$ cat config.mk
export PLATFORM = sky130hd
export DESIGN_NAME = wpc_ctrl
export DESIGN_NICKNAME = d
export VERILOG_FILES = /design/src/rtl/wpc_pkg.sv /design/src/rtl/wpc_wrap_step.sv /design/src/rtl/wpc_mask_probe.sv /design/src/rtl/wpc_status_fmt.sv /design/src/rtl/wpc_ctrl.sv
export SDC_FILE = /design/constraint.sdc
export NUM_CORES = 1
export LEC_CHECK = 0
export ABC_AREA = 1
export BUFFER_PORTS_ARGS = -buffer_cell sky130_fd_sc_hd__buf_2
export CAP_MARGIN = 20
export CORE_AREA = 5 5 64 66
export CTS_CLUSTER_DIAMETER = 60
export DETAILED_ROUTE_END_ITERATION = 8
export DIE_AREA = 0 0 69 71
export HOLD_SLACK_MARGIN = 0.05
export PLACE_DENSITY = 0.82
export SLEW_MARGIN = 25
export SYNTH_ARGS = -nofsm -noshare
export SYNTH_HDL_FRONTEND = slang
export SYNTH_SLANG_ARGS = --single-unit
$ cat constraint.sdc
create_clock -name clk -period 3.1 [get_ports clk]
set_clock_uncertainty 0.2 [all_clocks]
set_input_delay 0.775 -clock clk [delete_from_list [all_inputs] [get_ports clk]]
set_output_delay 0.775 -clock clk [all_outputs]
set_load 0.1 [all_outputs]
$ cat src/rtl/wpc_pkg.sv
package wpc_pkg;

   localparam int CWP_W   = 5;
   localparam int WORD_W  = 32;
   localparam int MASK_W  = 32;

   localparam int BIT_VER_LO = 24;
   localparam int BIT_ICC_LO = 20;
   localparam int BIT_EF     = 12;
   localparam int BIT_PIL_LO = 8;
   localparam int BIT_S      = 7;
   localparam int BIT_PS     = 6;
   localparam int BIT_ET     = 5;

   typedef enum logic [1:0] {
      RQ_SAVE    = 2'b00,
      RQ_RESTORE = 2'b01,
      RQ_RETT    = 2'b10,
      RQ_WRSTAT  = 2'b11
   } req_kind_e;

   typedef struct packed {
      logic [3:0]       icc;
      logic             ef;
      logic [3:0]       pil;
      logic             s;
      logic             ps;
      logic             et;
      logic [CWP_W-1:0] cwp;
   } stat_t;

endpackage

$ cat src/rtl/wpc_wrap_step.sv
module wpc_wrap_step
   import wpc_pkg::*;
#(
   parameter int NWIN = 8
) (
   input  logic [CWP_W-1:0] cur,
   output logic [CWP_W-1:0] up,
   output logic [CWP_W-1:0] down
);

   localparam logic [CWP_W-1:0] LAST   = CWP_W'(NWIN - 1);
   localparam bit               IS_POW2 = ((NWIN & (NWIN - 1)) == 0);

   generate
      if (IS_POW2) begin : g_pow2
         // Ring size is a power of two: truncation does the wrap.
         assign up   = (cur + CWP_W'(1)) & LAST;
         assign down = (cur - CWP_W'(1)) & LAST;
      end else begin : g_mod
         // Arbitrary ring size: compare at the ends and reload.
         assign up   = (cur == LAST)       ? '0   : cur + CWP_W'(1);
         assign down = (cur == '0)         ? LAST : cur - CWP_W'(1);
      end
   endgenerate

endmodule

$ cat src/rtl/wpc_mask_probe.sv
module wpc_mask_probe
   import wpc_pkg::*;
#(
   parameter int NWIN = 8
) (
   input  logic [MASK_W-1:0] mask,
   input  logic [CWP_W-1:0]  idx_up,
   input  logic [CWP_W-1:0]  idx_down,
   output logic              hit_up,
   output logic              hit_down
);

   logic [NWIN-1:0] sel_up;
   logic [NWIN-1:0] sel_down;

   genvar k;
   generate
      for (k = 0; k < NWIN; k++) begin : g_win
         assign sel_up[k]   = mask[k] && (idx_up   == CWP_W'(k));
         assign sel_down[k] = mask[k] && (idx_down == CWP_W'(k));
      end
      if (NWIN < MASK_W) begin : g_spare
         logic unused_hi;
         assign unused_hi = ^mask[MASK_W-1:NWIN];
      end
   endgenerate

   assign hit_up   = |sel_up;
   assign hit_down = |sel_down;

endmodule

$ cat src/rtl/wpc_status_fmt.sv
module wpc_status_fmt
   import wpc_pkg::*;
#(
   parameter logic [7:0] VERSION = 8'h00
) (
   input  stat_t              fields_in,
   output logic [WORD_W-1:0]  word_out,
   input  logic [WORD_W-1:0]  word_in,
   output stat_t              fields_out
);

   always_comb begin
      word_out                            = '0;
      word_out[BIT_VER_LO +: 8]           = VERSION;
      word_out[BIT_ICC_LO +: 4]           = fields_in.icc;
      word_out[BIT_EF]                    = fields_in.ef;
      word_out[BIT_PIL_LO +: 4]           = fields_in.pil;
      word_out[BIT_S]                     = fields_in.s;
      word_out[BIT_PS]                    = fields_in.ps;
      word_out[BIT_ET]                    = fields_in.et;
      word_out[CWP_W-1:0]                 = fields_in.cwp;
   end

   always_comb begin
      fields_out.icc = word_in[BIT_ICC_LO +: 4];
      fields_out.ef  = word_in[BIT_EF];
      fields_out.pil = word_in[BIT_PIL_LO +: 4];
      fields_out.s   = word_in[BIT_S];
      fields_out.ps  = word_in[BIT_PS];
      fields_out.et  = word_in[BIT_ET];
      fields_out.cwp = word_in[CWP_W-1:0];
   end

   logic unused_bits;
   assign unused_bits = ^{word_in[WORD_W-1:BIT_ICC_LO+4], word_in[BIT_ICC_LO-1:BIT_EF+1]};

endmodule

$ cat src/rtl/wpc_ctrl.sv
module wpc_ctrl
   import wpc_pkg::*;
#(
   parameter int         NWIN    = 8,
   parameter logic [7:0] VERSION = 8'h00
) (
   input  logic        clk,
   input  logic        rst_n,
   input  logic        req_valid,
   input  logic [1:0]  req_kind,
   input  logic [31:0] req_wdata,
   input  logic [31:0] win_invalid,
   output logic [4:0]  cwp,
   output logic [31:0] status_word,
   output logic        trap_overflow,
   output logic        trap_underflow,
   output logic        trap_illegal
);

   generate
      if (NWIN < 2 || NWIN > (1 << CWP_W)) begin : g_bad_nwin
         $fatal(1, "wpc_ctrl: NWIN must lie in 2..32");
      end
   endgenerate

   localparam stat_t RESET_STAT = '{icc: '0, ef: 1'b0, pil: '0, s: 1'b1,
                                    ps: 1'b0, et: 1'b0, cwp: '0};

   stat_t            cur_q, nxt;
   stat_t            wr_fields;
   logic [CWP_W-1:0] tgt_up, tgt_down;
   logic             blk_up, blk_down;
   logic             wr_ok;
   logic             ovf_d, unf_d, ill_d;
   logic             ovf_q, unf_q, ill_q;
   req_kind_e        kind;

   assign kind = req_kind_e'(req_kind);

   wpc_wrap_step #(.NWIN(NWIN)) u_step (
      .cur  (cur_q.cwp),
      .up   (tgt_up),
      .down (tgt_down)
   );

   wpc_mask_probe #(.NWIN(NWIN)) u_probe (
      .mask     (win_invalid),
      .idx_up   (tgt_up),
      .idx_down (tgt_down),
      .hit_up   (blk_up),
      .hit_down (blk_down)
   );

   wpc_status_fmt #(.VERSION(VERSION)) u_fmt (
      .fields_in  (cur_q),
      .word_out   (status_word),
      .word_in    (req_wdata),
      .fields_out (wr_fields)
   );

   assign wr_ok = (req_wdata[CWP_W-1:0] < CWP_W'(NWIN - 1)) ||
                  (req_wdata[CWP_W-1:0] == CWP_W'(NWIN - 1));

   always_comb begin
      nxt   = cur_q;
      ovf_d = 1'b0;
      unf_d = 1'b0;
      ill_d = 1'b0;
      if (req_valid) begin
         unique case (kind)
            RQ_SAVE: begin
               if (blk_down) ovf_d = 1'b1;
               else          nxt.cwp = tgt_down;
            end
            RQ_RESTORE: begin
               if (blk_up) unf_d = 1'b1;
               else        nxt.cwp = tgt_up;
            end
            RQ_RETT: begin
               if (cur_q.et) begin
                  ill_d = 1'b1;
               end else begin
                  nxt.et = 1'b1;
                  if (blk_up) begin
                     unf_d = 1'b1;
                  end else begin
                     nxt.cwp = tgt_up;
                     nxt.s   = cur_q.ps;
                  end
               end
            end
            RQ_WRSTAT: begin
               if (wr_ok) nxt   = wr_fields;
               else       ill_d = 1'b1;
            end
            default: ;
         endcase
      end
   end

   always_ff @(posedge clk or negedge rst_n) begin
      if (!rst_n) begin
         cur_q <= RESET_STAT;
         ovf_q <= 1'b0;
         unf_q <= 1'b0;
         ill_q <= 1'b0;
      end else begin
         cur_q <= nxt;
         ovf_q <= ovf_d;
         unf_q <= unf_d;
         ill_q <= ill_d;
      end
   end

   assign cwp            = cur_q.cwp;
   assign trap_overflow  = ovf_q;
   assign trap_underflow = unf_q;
   assign trap_illegal   = ill_q;

   // pointer never leaves the ring
   a_r2_cwp_in_ring: assert property (@(posedge clk) disable iff (!rst_n)
      cwp < CWP_W'(NWIN - 1) || cwp == CWP_W'(NWIN - 1));

   // overflow leaves the pointer where it was
   a_r3_ovf_holds_cwp: assert property (@(posedge clk) disable iff (!rst_n)
      trap_overflow |-> $stable(cwp));

   // underflow from a restore leaves the whole word alone
   a_r4_unf_holds_word: assert property (@(posedge clk) disable iff (!rst_n)
      (trap_underflow && $past(req_kind) == 2'b01) |-> $stable(status_word));

   // illegal return changes nothing
   a_r5_bad_rett_quiet: assert property (@(posedge clk) disable iff (!rst_n)
      (trap_illegal && $past(req_kind) == 2'b10) |-> $stable(status_word));

   // any accepted return leaves trap enable set
   a_r6_rett_sets_et: assert property (@(posedge clk) disable iff (!rst_n)
      $past(req_valid && req_kind == 2'b10) |-> status_word[BIT_ET]);

   // rejected status write changes nothing
   a_r7_bad_write_quiet: assert property (@(posedge clk) disable iff (!rst_n)
      (trap_illegal && $past(req_kind) == 2'b11) |-> $stable(status_word));

   // trap outputs are mutually exclusive
   a_r10_one_trap: assert property (@(posedge clk) disable iff (!rst_n)
      $onehot0({trap_overflow, trap_underflow, trap_illegal}));

   // idle cycles leave state alone and raise no trap
   a_r11_idle_quiet: assert property (@(posedge clk) disable iff (!rst_n)
      !$past(req_valid) |-> ($stable(status_word) &&
                             !(trap_overflow || trap_underflow || trap_illegal)));

endmodule

; ---- Yosys cells after proc, flatten, opt, wreduce, memory -nomap -nowiden
; Index checks and enable logic that the tools add are counted.
[totals]
register_bits = 20
in_bits = 69
out_inout_bits = 40
word_cells = 82
[classes]
n_addsub = 2
n_lt_le_gt_ge = 1
eq_ne = 22
n_mux = 20
n_reduce_logical = 27
[ops]
columns = operator, n
row1 = 3-bit == test (second input constant), 8
row2 = 5-bit case mux with 4 select lines, 1
row3 = 1-bit logical AND, 16
row4 = 8-bit OR reduction, 2
row5 = 5-bit 2-to-1 mux, 3
row6 = 3-bit by 2-bit == test with 1-bit output (second input constant), 4
row7 = 1-bit 2-to-1 mux, 11
row8 = 5-bit zero test, 2
row9 = 8-bit 2-to-1 mux, 1
row10 = 2-bit inequality test (second input constant), 4
row11 = 1-bit case mux with 2 select lines, 4
row12 = 3-bit by 1-bit == test with 1-bit output (second input constant), 2
row13 = 3-bit AND reduction, 2
row14 = 5-bit by 3-bit == test with 1-bit output (second input constant), 1
row15 = 5-bit by 3-bit < comparator with 1-bit output (second input constant), 1
row16 = 5-bit AND reduction, 1
row17 = 2-bit == test (second input constant), 2
row18 = 4-bit AND reduction, 1
row19 = 3-bit by 1-bit adder with 3-bit output (second input constant), 1
row20 = 3-bit by 1-bit subtractor with 3-bit output (second input constant), 1
row21 = 2-bit by 1-bit == test with 1-bit output (second input constant), 1
row22 = 2-bit zero test, 1
row23 = 2-bit nonzero test, 1
row24 = 1-bit logical OR, 1

; ---- Logic depth before layout (Yosys ltp)
; Gate-level depths: netlist of run 1.
[logic_depth]
word_depth = 8
mapped_depth = 10
depth_no_buf = 10

; ---- Hierarchy
; A second synthesis of run 1 with hierarchy kept.
[unflattened]
hier_cells = 254
area_unflattened_um2 = 1865.5
[by_module_without_submodules]
columns = module, instances, cells_per_inst, area_each_um2, seq_area_each_um2
row1 = wpc_ctrl, 1, 144, 1202.4, 501.7
row2 = wpc_status_fmt, 1, 50, 371.6, 0.0
row3 = wpc_mask_probe, 1, 40, 180.2, 0.0
row4 = wpc_wrap_step, 1, 20, 111.4, 0.0

; ---- Worst setup path after synthesis of run 1
; Ideal clock, no wire load.
[synth_timing]
path_type = flip-flop to output port
startpoint = register cur_q, in the netlist cwp[2]
endpoint = output status_word[2]
arrival_time_ps = 1432
required_ps = 2125
path_slack_ps = 693
stages_incl_launch_ff = 2
path_buffers = 1
cell_sequence = dfrtp_1 -> buf_4
[synth_lines]
columns = element, line
row1 = "start, declared", wpc_ctrl.sv:29  ; stat_t cur_q, nxt;
row2 = "start signal, assigned", wpc_ctrl.sv:108  ; cur_q <= nxt;
row3 = "end, declared", wpc_ctrl.sv:14  ; output logic [31:0] status_word,
; No word-level cell between the ends.

; ---- Worst setup path after layout of run 1
[layout_timing]
startpoint = register cur_q, in the netlist cwp[2]
endpoint = output status_word[2]
; No word-level cell between the ends.

==> results.md, run 1 <==
* CTS Buf Count at 3
* CTS max path bufs at 2
* Sw Ratio at 0.604
* Post-synth EDFFs at 0
* Fin util at 0.472
* First-pass GRT wire length at 4.63 mm
* Final Hold Fails at 0
* Die height at 71 um
* LEAKAGE at 0.996 nW
* Placer Congestion at 0.814
* Fin crit period at 2.26 ns
* MaxCap Viol Count at 0
* Setup ws final at 0.835 ns
* Most used flip-flop cell after synthesis: dfrtp_1
* DIE WIDTH at 69 um
* IO Port Bufs at 54
* CP max stage delay at 0.51 ns
* WL/cell at 10.6 um
* Worst slack, placed at 0.949 ns
* CP Launch Type: flip-flop
* Power Total at 1.65 mW
* Synth top area cells: dfrtp_1 (35%), nand2_1 (14%), buf_4 (11%), ha_1 (10%), mux2_2 (6.5%)
* Via count at 1140
* CTS Root Cell: clkbuf_4
* Tot GR Track Use at 0.113
* Synth top area share at 0.345
* Setup_tns at 0 ns
* CP Capture Type: output pin
* Gate power share at 0.646
* Post-CTS setup repair buffer count at 0
* Internal at 0.653 mW
* F_max at 0.442 GHz
* First-pass DRT Iterations at 4
* H-tree depth at 1
* Crit path from: cwp[2]$_DFFE_PN0P_
* FFs w/ async S/R, synth at 1.00
* P per Cell Area at 993 nW/um2
* Worst endpoint required time at 2.12 ns
* Outcome: finished, final reports clean
* Buffer and inverter count on the worst path at 1
* Worst skew pair latency at 0.30 ns
* Reg2Reg Capture Point: cwp[2]$_DFFE_PN0P_
* TritonCTS clock tree: done
* Pins Over Slew Limit at 0
* Worst Setup EP: status_word[2]
* Filler cells at 371
* Congestion Overflow GR at 0
* Area added between synthesis and finish at 20.7%
* Post-Synthesis Cells at 164
* Syn Area/Cell at 8.40 um2
* CP Depth at 1
* DRC errors left at 0
* # setup viols final at 0
* R2r startpoint: cwp[0]$_DFFE_PN0P_
* Worst Hold Slack at 0.191 ns
* WS Path Type: flip-flop to output pin
* Worst R2R Setup Slack at 1.17 ns
* Post-synth top area cell: dfrtp_1
* CP max-delay cell: dfrtp_1
* Crit path arrival time at 1.29 ns
* Most frequent cell after synthesis: nand2_1
* CP delay by family, top: flip-flops
* RSZ-0062 raised after global routing: false
* Switching pwr at 0.997 mW
* Post-synthesis cell area at 1380 um2
* Final period util at 0.731
* Yosys Warn Count at 0
* Nets at 297
* Clock power share at 0.128
* Core area at 3520 um2
* Worst-path cell chain: buf_2
* Clock sinks at 20
* Post-route ant nets at 0
* Std-Cell Rows at 22
* Yosys cell types at 23
* 1st-iter DRT viols at 25
* Detailed Place HPWL at 2.35 mm
* Peak VDD IR at 0.573 mV
* Flop pwr share at 0.226
* Depth of the most critical reg-to-reg path at 10
* Synth cell count leaders: nand2_1 (53), buf_4 (20), dfrtp_1 (19)
* Final WL at 2.79 mm
* PostCTS Resize Cnt at 0
* Layout cell share with drive strength beyond 1 at 0.361
* Starting Density at 0.391
* Seq/Total Area, Yosys at 0.364
* Initial antenna violation count at 0
* Crit path max fanout at 7
* Number of global-route vias before repair at 1094
* Vias/cell at 4.32
* Hold Path Class: primary input to asynchronous set/reset pin
* Pin count of the biggest net entering global routing at 21
* Hold buffer count at cts at 0
* I/O pins at 109
* Die area at 4900 um2
* Yosys reg bits at 20
* # diodes at 0
* Clock-pin slew on the worst setup and hold paths at 0.12 ns
## cell usage in the layout (no fill, tap or decap), types with 3 or more instances in the layout
master    instances
nand4_1           4
clkbuf_4          3
nand3_2           3
nand2_1          53
conb_1           15
nand3_1           6
mux2_2            8
inv_1            13
ha_1             11
dfrtp_1          19
a21oi_1           3
buf_2            54
nor2_1            7
## power groups by stage
stage	clock (mW)	combinational, mW	sequential [mW]
2_1_floorplan	0	0.531	0.788
3_3_place_gp	0	1.06	0.379
3_5_place_dp	0	1.07	0.381
4_1_cts	0.217	1.07	0.376
5_1_grt	0.232	1.14	0.385
6_report	0.212	1.07	0.373
## cells by family (layout without fill, tap and decap cells)
| family | after synthesis | count (layout) | synth area share |
|---|---|---|---|
| and+or+nand+nor | 79 | 79 | 0.258 |
| AOI/OAI and AO/OA | 6 | 6 | 0.0254 |
| buffers and inverters | 35 | 73 | 0.150 |
| adders and majority gates | 11 | 11 | 0.0999 |
| xor gates and xnor gates | 2 | 2 | 0.0127 |
| muxes | 10 | 10 | 0.0872 |
| DFF | 20 | 20 | 0.364 |
| other | 1 | 15 | 0.00272 |
## state kept, by name, summed over array words and instances, names as in the netlist
name,cells
trap_overflow,1
cwp,5
trap_illegal,1
trap_underflow,1
cur_q,12
## per-layer routing
| metal | vias up | wire [um] | GRT usage |
|---|---|---|---|
| met5 | - | 0 | 0 |
| li1 | 590 | - | - |
| met1 | 507 | 1170 | 0.138 |
| met3 | 4 | 208 | 0.0440 |
| met2 | 39 | 1380 | 0.190 |
| met4 | 0 | 29 | 0.0260 |
## worst min path at each step
stage / end / depth (start not counted) / startpoint
6_report: cur_q[13]$_DFFE_PN0P_ / 1 / rst_n
5_1_grt: cwp[3]$_DFFE_PN0P_ / 1 / rst_n
4_1_cts: cwp[3]$_DFFE_PN0P_ / 1 / rst_n
3_5_place_dp: cur_q[7]$_DFFE_PN1P_ / 2 / cur_q[7]$_DFFE_PN1P_
3_3_place_gp: cur_q[7]$_DFFE_PN1P_ / 2 / cur_q[7]$_DFFE_PN1P_
2_1_floorplan: cur_q[10]$_DFFE_PN0P_ / 0 / rst_n
## metrics by stage
| step | cell area [um2] | instances |
|---|---|---|
| 3_5_place_dp | 1610 | 260 |
| 3_3_place_gp | 1610 | 260 |
| 6_report | 1660 | 264 |
| 5_1_grt | 1660 | 264 |
| 4_1_cts | 1660 | 264 |
| 2_1_floorplan | 1430 | 178 |
## cell type report
class	instances	area [um2]	share of cell area
Multi-Input combinational cell	123	722	0.434
Clock inverter	1	30.0	0.0181
Sequential cell	20	502	0.302
Clock buffer	3	22.5	0.0135
Tap cell	48	60.1	0.0361
Timing Repair Buffer	54	270	0.163
Inverter	15	56.3	0.0339
Power figures use the tool's default switching activity.
==> inputs of run 2 (changes only) <==
Settings changed: CORE_AREA 5 5 64 66 to 5 5 66 68, DIE_AREA 0 0 69 71 to 0 0 71 73, PLACE_DENSITY 0.82 to 0.77.
Clock period 3.1 ns to 2.2 ns, I/O delays scaled along.
==> run 2 against run 1 <==
Compared with the run above: die area grew 5.8%; flip-flop and latch count stayed put; register-to-register slack got worse by 0.79 ns; cell count up 1.1%; worst setup slack worse by 0.61 ns; design area up 1.1%; sequential share of layout area shrank 0.17 points; critical endpoint unchanged; highest routed layer unchanged.
==> results.md, run 2 (synthesis results as in run 1) <==
* Outcome: finished, final reports clean
* Number of global-route vias before repair at 1168
* Post-route ant nets at 0
* Worst endpoint required time at 1.45 ns
* I/O pins at 109
* Power Total at 2.31 mW
* Std-Cell Rows at 23
* Starting Density at 0.363
* First-pass DRT Iterations at 4
* DRC errors left at 0
* Via count at 1160
* Vias/cell at 4.34
* CP delay by family, top: flip-flops
* CP Launch Type: flip-flop
* RSZ-0062 raised after global routing: false
* Worst slack, placed at 0.267 ns
* Depth of the most critical reg-to-reg path at 10
* Fin crit period at 1.98 ns
* CP max-delay cell: dfrtp_1
* CP Capture Type: output pin
* Area added between synthesis and finish at 22.0%
* P per Cell Area at 1380 nW/um2
* Placed Area at 1620 um2
* WS Path Type: flip-flop to output pin
* First-pass GRT wire length at 4.84 mm
* Core area at 3800 um2
* Crit path arrival time at 1.23 ns
* Buffer and inverter count on the worst path at 1
* Clock sinks at 20
* Final WL at 2.94 mm
* Filler cells at 403
* PostCTS Resize Cnt at 0
* Peak VDD IR at 0.705 mV
* Hold path depth at 2
* # diodes at 0
* Biggest register: cur_q
* CTS Buf Count at 3
* WL/cell at 11.0 um
* Setup ws final at 0.222 ns
* Worst skew pair latency at 0.25 ns
* CP Depth at 1
* Final period util at 0.899
* CTS max path bufs at 2
* # setup viols final at 0
* Post-CTS setup repair buffer count at 0
* CP max stage delay at 0.49 ns
* TritonCTS clock tree: done
* Crit path max fanout at 7
* Detailed Place HPWL at 2.47 mm
* Final Cell Area at 1680 um2
* Initial antenna violation count at 0
* Pin count of the biggest net entering global routing at 21
* Clock-pin slew on the worst setup and hold paths at 0.07 ns
* Pins Over Slew Limit at 0
* Tot GR Track Use at 0.117
* Layout cell share with drive strength beyond 1 at 0.369
* Most frequent cells in the layout: buf_2 (54), nand2_1 (53), dfrtp_1 (17)
* Max reg flops at 12
* MaxCap Viol Count at 0
* LEAKAGE at 0.998 nW
* Hold Path Class: flip-flop to flip-flop
* H-tree depth at 1
* Placer Congestion at 0.746
* Nets at 298
* 1st-iter DRT viols at 59
* Setup_tns at 0 ns
* DIE WIDTH at 71 um
* Hold buffer count at cts at 1
* Commonest non-fill, non-tap cell in the layout: buf_2
* Worst-path cell chain: buf_2
* F_max at 0.506 GHz
* Die height at 73 um
* Die area at 5180 um2
* Final Hold Fails at 0
* Congestion Overflow GR at 0
* IO Port Bufs at 54
* CTS Root Cell: clkbuf_8
[run 2: cell types whose count changed in the layout (fill, tap and decap cells not counted), sizes merged]
| cell | previous run | this run |
|---|---|---|
| bufinv | 1 | 0 |
| clkbuf | 3 | 4 |
| dlygate4sd3 | 0 | 1 |
[run 2: where the power goes]
| group | switching (mW) | leakage (nW) | total, mW | internal, mW |
|---|---|---|---|---|
| sequential | 0.0740 | 0.247 | 0.529 | 0.455 |
| combinational | 1.22 | 0.723 | 1.51 | 0.287 |
| clock | 0.116 | 0.0288 | 0.275 | 0.159 |
| total | 1.41 | 0.998 | 2.31 | 0.901 |
[run 2: through the flow]
| stage | hold WS [ns] | util | cells |
|---|---|---|---|
| after floorplan | 0.0544 | - | 178 |
| after global placement | 0.252 | 0.425 | 262 |
| after detailed placement | 0.264 | 0.425 | 262 |
| after CTS | 0.278 | 0.442 | 267 |
| after global routing | 0.308 | 0.442 | 267 |
| final | 0.272 | 0.442 | 267 |
[run 2: path summary, 6_finish.rpt]
check | from | endpoint | slack, ns
setup reg to reg | cwp[0]$_DFFE_PN0P_ | cwp[0]$_DFFE_PN0P_ | 0.38
min in group asynchronous | rst_n | trap_illegal$_DFF_PN0_ | 0.57
setup / recovery | cwp[2]$_DFFE_PN0P_ | status_word[2] | 0.22
hold / removal | cur_q[7]$_DFFE_PN1P_ | cur_q[7]$_DFFE_PN1P_ | 0.27
max in group asynchronous | rst_n | cur_q[7]$_DFFE_PN1P_ | 0.90
hold reg to reg | cur_q[7]$_DFFE_PN1P_ | cur_q[7]$_DFFE_PN1P_ | 0.27
[run 2: final cells by class]
type / instances / area [um2] / share of cell area
Clock buffer: 4 / 55.1 / 0.0328
Tap cell: 50 / 62.6 / 0.0372
Sequential cell: 20 / 504 / 0.300
Inverter: 15 / 56.3 / 0.0335
Multi-Input combinational cell: 123 / 722 / 0.430
Timing Repair Buffer: 55 / 280 / 0.167
[run 2: routing by layer]
metal  part of all wire  global-route usage
met1               0.39               0.134
met2               0.52               0.217
met3              0.090              0.0344
met4             0.0031              0.0188
met5                  0                   0
